File: src/rtl/cct_pkg.sv
package cct_pkg;
   localparam int unsigned DEF_ADDR_W = 16;
   localparam int unsigned DEF_OFS_W  = 4;
   localparam int unsigned DEF_IDX_W  = 5;

   typedef struct packed {
      logic hit;
      logic line_ok;
   } lookup_t;
endpackage

File: src/rtl/cct_base_reg.sv
module cct_base_reg #(
   parameter int unsigned ADDR_W = cct_pkg::DEF_ADDR_W,
   parameter int unsigned OFS_W  = cct_pkg::DEF_OFS_W
) (
   input  logic              clk,
   input  logic              rst_n,
   input  logic              wr_lo,
   input  logic              wr_hi,
   input  logic [ADDR_W/2-1:0] wr_byte,
   input  logic              flush,
   output logic [ADDR_W-1:0] base,
   output logic              active
);
   localparam int unsigned HALF_W = ADDR_W / 2;

   generate
      if ((ADDR_W % 2) != 0) begin : g_bad_width
         $error("ADDR_W must be even");
      end
   endgenerate

   logic [HALF_W-1:0] lo_stage_q;
   logic [ADDR_W-1:0] base_q;
   logic              active_q;

   always_ff @(posedge clk or negedge rst_n) begin
      if (!rst_n) begin
         lo_stage_q <= '0;
         base_q     <= '0;
         active_q   <= 1'b0;
      end else if (flush) begin
         lo_stage_q <= '0;
         base_q     <= '0;
         active_q   <= 1'b0;
      end else begin
         if (wr_lo) lo_stage_q <= wr_byte;
         if (wr_hi) begin
            base_q   <= {wr_byte, lo_stage_q[HALF_W-1:OFS_W], {OFS_W{1'b0}}};
            active_q <= 1'b1;
         end
      end
   end

   assign base   = base_q;
   assign active = active_q;

   a_r3_low_bits_zero: assert property (@(posedge clk) disable iff (!rst_n)
      base[OFS_W-1:0] == '0);
   a_r3_hi_activates: assert property (@(posedge clk) disable iff (!rst_n)
      (wr_hi && !flush) |=> active);
   a_r3_lo_invisible: assert property (@(posedge clk) disable iff (!rst_n)
      (wr_lo && !wr_hi && !flush) |=> ($stable(base) && $stable(active)));
   a_r4_flush_base: assert property (@(posedge clk) disable iff (!rst_n)
      flush |=> (!active && base == '0));
endmodule

File: src/rtl/cct_valid_flags.sv
module cct_valid_flags #(
   parameter int unsigned OFS_W = cct_pkg::DEF_OFS_W,
   parameter int unsigned IDX_W = cct_pkg::DEF_IDX_W
) (
   input  logic                   clk,
   input  logic                   rst_n,
   input  logic                   wr_en,
   input  logic [OFS_W+IDX_W-1:0] wr_ofs,
   input  logic                   flush,
   output logic [(1<<IDX_W)-1:0]  flags
);
   localparam int unsigned LINES = 1 << IDX_W;
   localparam int unsigned WIN_W = OFS_W + IDX_W;

   logic [LINES-1:0] flags_q;
   logic [LINES-1:0] flags_d;
   logic             last_byte;

   assign last_byte = wr_en && (wr_ofs[OFS_W-1:0] == {OFS_W{1'b1}});

   generate
      for (genvar i = 0; i < LINES; i++) begin : g_line
         always_comb begin
            if (flush)
               flags_d[i] = 1'b0;
            else
               flags_d[i] = flags_q[i] ||
                            (last_byte && (wr_ofs[WIN_W-1:OFS_W] == IDX_W'(i)));
         end
      end
   endgenerate

   always_ff @(posedge clk or negedge rst_n) begin
      if (!rst_n) flags_q <= '0;
      else        flags_q <= flags_d;
   end

   assign flags = flags_q;

   a_r2_mid_line_ignored: assert property (@(posedge clk) disable iff (!rst_n)
      (wr_en && !flush && wr_ofs[OFS_W-1:0] != {OFS_W{1'b1}}) |=> $stable(flags));
   a_r2_last_byte_sets: assert property (@(posedge clk) disable iff (!rst_n)
      (wr_en && !flush && wr_ofs[OFS_W-1:0] == {OFS_W{1'b1}})
      |=> flags[$past(wr_ofs[WIN_W-1:OFS_W])]);
   a_r4_flush_flags: assert property (@(posedge clk) disable iff (!rst_n)
      flush |=> (flags == '0));
endmodule

File: src/rtl/cct_lookup.sv
module cct_lookup #(
   parameter int unsigned ADDR_W = cct_pkg::DEF_ADDR_W,
   parameter int unsigned OFS_W  = cct_pkg::DEF_OFS_W,
   parameter int unsigned IDX_W  = cct_pkg::DEF_IDX_W
) (
   input  logic                  clk,
   input  logic                  rst_n,
   input  logic [ADDR_W-1:0]     pc,
   input  logic [ADDR_W-1:0]     base,
   input  logic                  active,
   input  logic [(1<<IDX_W)-1:0] flags,
   output cct_pkg::lookup_t      result
);
   localparam int unsigned WIN_W     = OFS_W + IDX_W;
   localparam int unsigned WIN_BYTES = 1 << WIN_W;

   generate
      if (ADDR_W <= WIN_W) begin : g_bad_window
         $error("address must be wider than the cache window");
      end
   endgenerate

   logic [ADDR_W:0]   limit;
   logic [ADDR_W-1:0] delta;
   logic [IDX_W-1:0]  line_idx;
   logic              in_win;

   assign limit    = {1'b0, base} + (ADDR_W+1)'(WIN_BYTES);
   assign delta    = pc - base;
   assign line_idx = delta[WIN_W-1:OFS_W];
   assign in_win   = (pc >= base) && ({1'b0, pc} < limit);

   assign result.hit     = active && in_win;
   assign result.line_ok = active && in_win && flags[line_idx];

   a_r6_inactive_miss: assert property (@(posedge clk) disable iff (!rst_n)
      !active |-> !result.hit);
   a_r7_valid_needs_hit: assert property (@(posedge clk) disable iff (!rst_n)
      result.line_ok |-> result.hit);
endmodule

File: src/rtl/code_cache_tracker.sv
module code_cache_tracker #(
   parameter int unsigned ADDR_W = cct_pkg::DEF_ADDR_W,
   parameter int unsigned OFS_W  = cct_pkg::DEF_OFS_W,
   parameter int unsigned IDX_W  = cct_pkg::DEF_IDX_W
) (
   input  logic                   clk,
   input  logic                   rst_n,
   input  logic                   host_wr_en,
   input  logic [OFS_W+IDX_W-1:0] host_wr_ofs,
   input  logic                   base_wr_lo,
   input  logic                   base_wr_hi,
   input  logic [ADDR_W/2-1:0]    base_wr_byte,
   input  logic                   flush,
   input  logic [ADDR_W-1:0]      pc,
   output logic [ADDR_W-1:0]      base_addr,
   output logic                   cache_active,
   output logic [(1<<IDX_W)-1:0]  line_valid,
   output logic                   pc_hit,
   output logic                   pc_line_valid
);
   cct_pkg::lookup_t look;

   cct_base_reg #(.ADDR_W(ADDR_W), .OFS_W(OFS_W)) base_i (
      .clk(clk), .rst_n(rst_n), .wr_lo(base_wr_lo), .wr_hi(base_wr_hi),
      .wr_byte(base_wr_byte), .flush(flush), .base(base_addr),
      .active(cache_active));

   cct_valid_flags #(.OFS_W(OFS_W), .IDX_W(IDX_W)) flags_i (
      .clk(clk), .rst_n(rst_n), .wr_en(host_wr_en), .wr_ofs(host_wr_ofs),
      .flush(flush), .flags(line_valid));

   cct_lookup #(.ADDR_W(ADDR_W), .OFS_W(OFS_W), .IDX_W(IDX_W)) look_i (
      .clk(clk), .rst_n(rst_n), .pc(pc), .base(base_addr),
      .active(cache_active), .flags(line_valid), .result(look));

   assign pc_hit        = look.hit;
   assign pc_line_valid = look.line_ok;

   a_r5_flush_wins: assert property (@(posedge clk) disable iff (!rst_n)
      (flush && (host_wr_en || base_wr_hi)) |=> (line_valid == '0 && !cache_active));
endmodule

File: config.mk
export PLATFORM = sky130hd
export DESIGN_NAME = code_cache_tracker
export DESIGN_NICKNAME = d
export VERILOG_FILES = /design/src/rtl/cct_pkg.sv /design/src/rtl/cct_base_reg.sv /design/src/rtl/cct_valid_flags.sv /design/src/rtl/cct_lookup.sv /design/src/rtl/code_cache_tracker.sv
export SDC_FILE = /design/constraint.sdc
export NUM_CORES = 1
export LEC_CHECK = 0
export BUFFER_PORTS_ARGS = -buffer_cell sky130_fd_sc_hd__clkbuf_2
export CAP_MARGIN = 25
export CORE_MARGIN = 8
export CORE_UTILIZATION = 51
export DETAILED_ROUTE_END_ITERATION = 10
export PLACE_DENSITY = 0.8
export SLEW_MARGIN = 20
export SYNTH_ARGS = -nofsm -noshare
export SYNTH_HDL_FRONTEND = slang
export SYNTH_SLANG_ARGS = --single-unit
File: constraint.sdc
create_clock -name clk -period 4.7 [get_ports clk]
set_input_delay 1.175 -clock clk [delete_from_list [all_inputs] [get_ports clk]]
set_output_delay 1.175 -clock clk [all_outputs]
set_load 0.02 [all_outputs]
==> run_results.csv, run 1 <==
group,metric,value,unit
placement,place.gp.congestion,0.950,
clock_network,cts_buffers,5,
power,vdd_drop_max,0.195,mV
global_routing,grt.total_usage,18.1,%
finish,fill_cells,460,
sta,min_period,4.51,ns
sta,min_period_over_period,96.0,%
finish,utilization,62.4,%
power,pwr-share-clk,34.7,%
job,maxCapViolations,0,
sta,worst_slack,0.189,ns
sta,finalSetupViolCount,0,
setup_path,cp.depth,10,
worst_hold_path,hp-start,"flags_i.flags[11]",
placement,port_buffers,85,
sta,finalHoldViolations,0,
synth,async_flop_share,100,%
clock_network,post_cts_buffers,0,
clock_network,cts_hold_buf,0,
power,combPwrFrac,16.7,%
finish,design_area,3390,um^2
routing,vias,2409,
setup_path,cp.arrival,3.34,ns
global_routing,grt_pass1_wl,12200,um
synth,yosysWarnings,0,
power,pwr-share-seq,48.6,%
die,rows,27,
routing,ant_nets,0,
die,die_w,90.4,um
synth,synthCells,279,
die,initial_core_util,51.9,%
clock_network,clk_path_buf_depth,2,
synth,yosysSeqAreaShare,43.5,%
power,leakagePower,1.73,nW
power,power,0.902,mW
synth,synth_flop_cell,"dfrtp_1",
power,p_sw,0.239,mW
routing,vias_per_cell,5.59,
synth,synth_top_area_cell,"dfrtp_1",
sta,rsz0062_at_grt,"no",
clock_network,cts_max_level,2,
sta,max_freq,222,MHz
routing,first_pass_iters,4,
setup_path,setup.worst_path.end_class,"output pin",
sta,slew_viol_final,0,
die,design.die.area,8160,um^2
global_routing,antenna_found_initial,0,
synth,ys_seq_elements,49,
setup_path,start_kind,"input pin",
setup_path,r2r_start,"base_i.base[11]",
global_routing,grt_pass1_vias,2450,
die,fp.dieH,90.4,um
sta,hold_ws,0.532,ns
outcome,status,"finished, final reports clean",
finish,diodes,0,
finish,drive_above_1_share,30.1,%
worst_hold_path,hold_class,"reg -> reg",
finish,final_nets,418,
synth,yosys-top-cells-area,"dfrtp_1 43%, ha_1 8.9%, nor2_1 7.6%, mux4_2 7.2%, mux2i_1 7.1%",
placement,post_dp_cell_area,3270,um^2
sta,tightestPinTransition,0.962,ns
setup_path,crit_fanout,8,
clock_network,cts_root_buf,"clkbuf_8",
routing,routed_wirelength,7450,um
finish,fin_cells,431,
synth,synth_top_cell_area_share,43.5,%
power,power.internal,0.663,mW
clock_network,cts_sinks,49,
synth,synth_edf_count,0,
sta,fin_skew,0.000196,ns
die,coreArea,5440,um^2
global_routing,grt_start_max_net_pins,50,
finish,area_delta_synth_final,20.3,%
finish,layout_common_cells,"85 x clkbuf_2, 57 x nor2_1, 49 x dfrtp_1",
placement,place_inst,423,
synth,yosys.cell_types.count,39,
synth,synth_area,2820,um^2
setup_path,r2r_slack,3.86,ns
placement,place_ws,0.0857,ns
power,power_switching_share,26.5,%
finish,final_common_cell,"clkbuf_2",
setup_path,worstPathRequired,3.52,ns
setup_path,worstSetupStartpoint,"pc[4]",
setup_path,max_stage_delay,0.65,ns
worst_hold_path,hold_depth,2,
placement,dp_hpwl,5900,um
setup_path,critical_path.top_delay_family,"adder cells",
clock_network,clk_pin_slew_worst_paths,0.09,ns
clock_network,clk_latency,0.29,ns
global_routing,overflow,0,
clock_network,cts_tree,"done",
die,pin_count,90,
sta,maxSlewHeadroom,35.9,%
routing,drt_iter0_drc,178,
setup_path,r2r_cells,2,
sta,fin_setup_tns,0,ns
setup_path,crit_chain,"clkbuf_2, inv_1, ha_1, inv_1, fa_2, mux4_2, mux2i_1, mux4_2, nor4_2, clkbuf_2",
setup_path,path_buf_inv,4,
routing,drc,0,
clock_network,ctsResizeCount,0,
routing,routedWlPerCell,17.3,um
setup_path,crit_type,"in -> out",
power,p_per_area,266,nW/um^2
setup_path,cpMaxStageDelayCell,"fa_2",
synth,synth_area_per_cell,10.1,um^2
## synthesized netlist by cell type, types with 2 or more instances
cell and number:
a21o_1 6, a21oi_1 37, a31oi_1 2, buf_4 5
clkbuf_1 10, dfrtp_1 49, ha_1 20, inv_1 15
mux2i_1 20, mux4_2 9, nand2b_1 2, nand3_1 6
nand4_1 4, nor2_1 57, nor2b_1 3, nor3_1 4
nor4_1 2, o21ai_0 2, xnor2_1 5, xor2_1 2
## registers in the layout, summed over array words and instances, names as in the netlist
name and flops:
flags_i.flags 32, base_i.base 12, base_i.lo_stage_q 4, base_i.active 1
## final cells by class
cell class | instances | area (um^2) | area share [%]
flip-flops and latches | 49 | 1230 | 36.1
repair buffers | 86 | 433 | 12.8
multi-input cells | 201 | 1470 | 43.2
clock inverters | 2 | 37.5 | 1.11
clock buffers | 6 | 82.6 | 2.43
well taps | 72 | 90.1 | 2.66
inverters | 15 | 56.3 | 1.66
## per-layer routing
| metal | GRT usage, % | up-vias | routed length, um |
|---|---|---|---|
| li1 | - | 1123 | - |
| met1 | 21.8 | 1184 | 3060 |
| met2 | 30.4 | 91 | 3690 |
| met3 | 4.82 | 11 | 558 |
| met4 | 6.93 | 0 | 141 |
| met5 | 0 | - | 0 |
## kinds of logic (layout without fill, tap and decap cells)
| kind of cell | count (synthesis) | count (layout) | share of synthesized area, % |
|---|---|---|---|
| fa+ha+maj | 21 | 21 | 9.58 |
| other cells | 1 | 4 | 0.133 |
| flops | 49 | 49 | 43.5 |
| xor+xnor | 8 | 8 | 2.75 |
| compound gates | 54 | 54 | 11.1 |
| buf+inv | 32 | 109 | 5.01 |
| simple gates | 85 | 85 | 13.7 |
| mux | 29 | 29 | 14.3 |
## worst register-to-register path: cells and delay by family, from the launching register on
kind	cells	cell delay (ns)
flip-flops	1	0.48
AND/OR/NAND/NOR	1	0.05
multiplexers	1	0.17
## power by group through the flow
stage	Sequential [mW]	Combinational, mW	Clock (mW)
finish	0.439	0.151	0.313
global route	0.440	0.167	0.331
CTS	0.438	0.151	0.317
detailed placement	0.447	0.150	0
global placement	0.446	0.145	0
floorplan	0.451	0.0931	0
## worst paths after layout
check / endpoint
min reg2reg: flags_i.flags[11]
min in group asynchronous: flags_i.flags[18]
max: pc_line_valid
min: flags_i.flags[11]
max in group asynchronous: base_i.base[7]
max reg2reg: base_i.base[11]
(Power assumes the default switching activity.)
==> run 2, diff against run 1 <==
Settings changed: BUFFER_PORTS_ARGS -buffer_cell sky130_fd_sc_hd__clkbuf_2 to -buffer_cell sky130_fd_sc_hd__buf_4, CORE_ASPECT_RATIO set to 0.7, CTS_BUF_LIST set to sky130_fd_sc_hd__clkbuf_8 sky130_fd_sc_hd__clkbuf_16.
==> run_results.csv, run 2 (same netlist as run 1, synthesis figures left out) <==
group,metric,value,unit
global_routing,overflow,0,
routing,vias,2422,
sta,maxSlewHeadroom,53.4,%
finish,fill_cells,416,
sta,hold_ws,0.535,ns
sta,min_period_over_period,97.4,%
placement,dp_hpwl,6060,um
routing,routed_wirelength,7760,um
die,die_w,105,um
die,fp.dieH,78.2,um
sta,fin_setup_tns,0,ns
finish,drive_above_1_share,29.9,%
clock_network,clk_pin_slew_worst_paths,0.09,ns
power,leakagePower,1.79,nW
placement,place.gp.congestion,0.849,
global_routing,antenna_found_initial,0,
global_routing,grt_start_max_net_pins,50,
routing,drt_iter0_drc,134,
power,p_per_area,258,nW/um^2
placement,port_buffers,85,
routing,ant_nets,0,
finish,final_common_cell,"buf_4",
sta,rsz0062_at_grt,"no",
power,power,0.928,mW
clock_network,cts_root_buf,"clkbuf_8",
routing,first_pass_iters,4,
global_routing,grt.total_usage,18.6,%
setup_path,setup.worst_path.end_class,"output pin",
sta,max_freq,219,MHz
finish,largest_reg_flops,32,
routing,drc,0,
clock_network,cts_max_level,2,
die,design.die.area,8200,um^2
routing,vias_per_cell,5.63,
clock_network,cts_buffers,5,
die,rows,22,
global_routing,grt_pass1_vias,2385,
worst_hold_path,hold_class,"reg -> reg",
finish,area_delta_synth_final,27.7,%
clock_network,clk_path_buf_depth,2,
die,coreArea,5290,um^2
setup_path,worstPathRequired,3.52,ns
clock_network,clk_latency,0.31,ns
setup_path,crit_type,"in -> out",
sta,finalHoldViolations,0,
routing,routedWlPerCell,18.0,um
die,initial_core_util,53.4,%
sta,tightestPinTransition,0.697,ns
clock_network,cts_sinks,49,
setup_path,start_kind,"input pin",
setup_path,crit_fanout,8,
clock_network,post_cts_buffers,0,
setup_path,r2r_slack,3.84,ns
sta,min_period,4.58,ns
setup_path,cp.arrival,3.40,ns
finish,layout_common_cells,"85 x buf_4, 57 x nor2_1, 49 x dfrtp_1",
job,maxCapViolations,0,
finish,final_nets,417,
finish,diodes,0,
sta,fin_skew,0.00200,ns
outcome,status,"finished, final reports clean",
clock_network,cts_tree,"done",
die,pin_count,90,
global_routing,grt_pass1_wl,12600,um
sta,slew_viol_final,0,
clock_network,cts_hold_buf,0,
sta,finalSetupViolCount,0,
power,vdd_drop_max,0.169,mV
## run 2: cell types whose count changed in the layout (fill, tap and decap cells not counted), sizes merged
cell / before / now
buf: 1 / 85
clkinvlp: 1 / 0
inv: 15 / 16
clkbuf: 91 / 6
## run 2: critical path, stage by stage
cell,delay (ns)
buf_4,0.11
inv_1,0.05
ha_1,0.17
inv_1,0.06
fa_2,0.66
mux4_2,0.25
mux2i_1,0.09
mux4_2,0.49
nor4_2,0.15
buf_4,0.19
## run 2: what timing repair did
| action | in CTS | in global routing |
|---|---|---|
| gates resized for setup | 0 | 1 |
| hold endpoints to repair | 0 | 0 |
| endpoints found under the setup margin | 0 | 1 |
## run 2: power breakdown
part | total (mW) | internal (mW) | switching (mW)
logic | 0.163 | 0.0731 | 0.0898
clock network | 0.326 | 0.177 | 0.149
registers | 0.440 | 0.429 | 0.0105
## run 2: area by class of cell
| cell class | count | area (um^2) | area share (%) |
|---|---|---|---|
| well taps | 72 | 90.1 | 2.50 |
| inverters | 15 | 56.3 | 1.56 |
| repair buffers | 85 | 638 | 17.7 |
| clock inverters | 2 | 41.3 | 1.15 |
| flip-flops and latches | 49 | 1230 | 34.1 |
| clock buffers | 6 | 82.6 | 2.29 |
| multi-input cells | 201 | 1470 | 40.7 |
## run 2: stage by stage
| stage | util (%) | setup slack [ns] | std cells | area (um^2) |
|---|---|---|---|---|
| 2_1_floorplan | - | 0.349 | 282 | 2830 |
| 3_3_place_gp | 65.7 | 0.161 | 422 | 3470 |
| 3_5_place_dp | 65.7 | 0.0592 | 422 | 3470 |
| 4_1_cts | 68.1 | 0.0354 | 430 | 3600 |
| 5_1_grt | 68.1 | 0.00998 | 430 | 3600 |
| 6_report | 68.1 | 0.124 | 430 | 3600 |
## run 2: final timing paths
check,startpoint,endpoint,cells past startpoint
max reg2reg,base_i.base[9],base_i.base[9],2
max,pc[4],pc_line_valid,10
min in group asynchronous,rst_n,flags_i.flags[27],1
max in group asynchronous,rst_n,flags_i.flags[18],1
min,base_i.lo_stage_q[5],base_i.lo_stage_q[5],2
min reg2reg,base_i.lo_stage_q[5],base_i.lo_stage_q[5],2
## run 2: routing by layer
layer / up-vias / share of wire, % / GRT usage [%]
met5: - / 0 / 0
met3: 10 / 11 / 5.22
met4: 0 / 1.3 / 5.25
met2: 108 / 47 / 28.8
met1: 1178 / 41 / 25.0
li1: 1126 / - / -
==> run 3, diff against run 2 <==
Settings changed: CELL_PAD_IN_SITES_DETAIL_PLACEMENT set to 1, CELL_PAD_IN_SITES_GLOBAL_PLACEMENT set to 1, CORE_MARGIN 8 to 2, CORE_UTILIZATION 51 to 38, PLACE_DENSITY 0.8 to unset, PLACE_DENSITY_LB_ADDON set to 0.1.
==> run_results.csv, run 3 (same netlist as run 1, synthesis figures left out) <==
group,metric,value,unit
die,initial_core_util,38.9,%
power,leakagePower,1.78,nW
sta,fin_setup_tns,0,ns
sta,worst_slack,0.163,ns
setup_path,r2r_end,"base_i.base[9]",
job,maxCapViolations,0,
power,p_per_area,236,nW/um^2
global_routing,grt_pass1_vias,2490,
sta,finalHoldViolations,0,
sta,min_period,4.54,ns
finish,utilization,49.5,%
setup_path,max_stage_delay,0.65,ns
placement,place_ws,0.0205,ns
finish,largest_reg_flops,32,
routing,vias_per_cell,5.20,
global_routing,grt.total_usage,21.6,%
sta,tightestPinTransition,0.803,ns
finish,final_common_cell,"buf_4",
setup_path,setup.worst_path.end_class,"output pin",
worst_hold_path,hold_depth,2,
setup_path,cpMaxStageDelayCell,"fa_2",
clock_network,clk_path_buf_depth,2,
clock_network,cts_hold_buf,0,
placement,dp_hpwl,6340,um
die,design.die.area,8140,um^2
setup_path,crit_chain,"buf_4, inv_1, ha_1, inv_1, fa_2, mux4_2, mux2i_1, mux4_2, nor4_2, buf_4",
worst_hold_path,holdPathEnd,"base_i.lo_stage_q[7]",
placement,port_buffers,85,
clock_network,clk_latency,0.29,ns
finish,design_area,3590,um^2
finish,diodes,0,
outcome,status,"finished, final reports clean",
sta,hold_ws,0.529,ns
sta,slew_viol_final,0,
die,pin_count,90,
sta,rsz0062_at_grt,"yes",
routing,routedWlPerCell,17.9,um
clock_network,cts_sinks,49,
die,coreArea,7250,um^2
sta,finalSetupViolCount,0,
finish,area_delta_synth_final,27.4,%
die,rows,26,
setup_path,r2r_start,"base_i.base[9]",
global_routing,overflow,0,
setup_path,worstSetupStartpoint,"pc[4]",
setup_path,r2r_cells,2,
clock_network,cts_buffers,5,
clock_network,cts_max_level,2,
routing,routed_wirelength,8170,um
finish,final_nets,417,
setup_path,start_kind,"input pin",
finish,drive_above_1_share,29.3,%
finish,layout_common_cells,"85 x buf_4, 57 x nor2_1, 49 x dfrtp_1",
routing,ant_nets,0,
clock_network,clk_pin_slew_worst_paths,0.08,ns
sta,max_freq,220,MHz
setup_path,crit_fanout,8,
setup_path,path_buf_inv,4,
routing,first_pass_iters,4,
placement,place_inst,448,
setup_path,cp.arrival,3.36,ns
finish,fill_cells,834,
placement,place.gp.congestion,0.785,
power,power,0.848,mW
clock_network,cts_tree,"done",
setup_path,crit_type,"in -> out",
routing,drc,0,
setup_path,r2r_slack,3.86,ns
die,die_w,107,um
setup_path,worstPathRequired,3.52,ns
global_routing,antenna_found_initial,0,
power,vdd_drop_max,0.104,mV
sta,maxSlewHeadroom,46.4,%
die,fp.dieH,76.1,um
sta,fin_skew,0.000685,ns
sta,min_period_over_period,96.5,%
finish,fin_cells,456,
routing,vias,2373,
global_routing,grt_start_max_net_pins,50,
setup_path,critical_path.top_delay_family,"adder cells",
worst_hold_path,hold_class,"reg -> reg",
routing,drt_iter0_drc,77,
worst_hold_path,hp-start,"base_i.lo_stage_q[7]",
placement,post_dp_cell_area,3510,um^2
clock_network,cts_root_buf,"clkbuf_8",
global_routing,grt_pass1_wl,13700,um
[run 3: cell types whose count changed in the layout (fill, tap and decap cells not counted), sizes merged]
cell and change:
clkbuf -1, clkinvlp +1, bufinv -1, inv +1
[run 3: what timing repair did]
item	4_1_cts	5_1_grt
buffers inserted	0	0
endpoints found under the hold margin	0	0
gates resized for setup	0	1
endpoints found under the setup margin	0	1
[run 3: power breakdown]
part	switching (mW)	leakage (nW)	internal (mW)
Combinational	0.0917	1.05	0.0731
Sequential	0.00978	0.674	0.429
Clock	0.143	0.0467	0.101
Total	0.245	1.78	0.604
[run 3: worst min-delay path, stage by stage, from the launching register on]
cell and delay, ns:
dfrtp_1 0.35, mux2i_1 0.07, nor2_1 0.08
[run 3: worst max-delay path by stage]
stage / to / slack (ns) / cells past startpoint
after floorplan: pc_line_valid / 0.35 / 9
after global placement: pc_line_valid / 0.09 / 10
after detailed placement: pc_line_valid / 0.02 / 10
after CTS: pc_line_valid / 0.02 / 10
after global routing: pc_line_valid / -0.04 / 10
final: pc_line_valid / 0.16 / 10
[run 3: final cells by class]
cell class                 count  area (um^2)  share of cell area [%]
tap                           98          123                    3.41
clock inverter                 3         15.0                   0.418
sequential                    49         1230                    34.1
multi-input combinational    201         1470                    40.8
timing repair buffer          85          638                    17.8
inverter                      15         56.3                    1.57
clock buffer                   5         68.8                    1.92
[run 3: per-layer routing]
layer	track usage, %	share of wire [%]	vias to the layer above	routed length, um
li1	-	-	1126	-
met1	33.7	51	1180	4180
met2	30.6	43	63	3520
met3	4.96	5.2	4	426
met4	4.29	0.54	0	44
met5	0	0	-	0
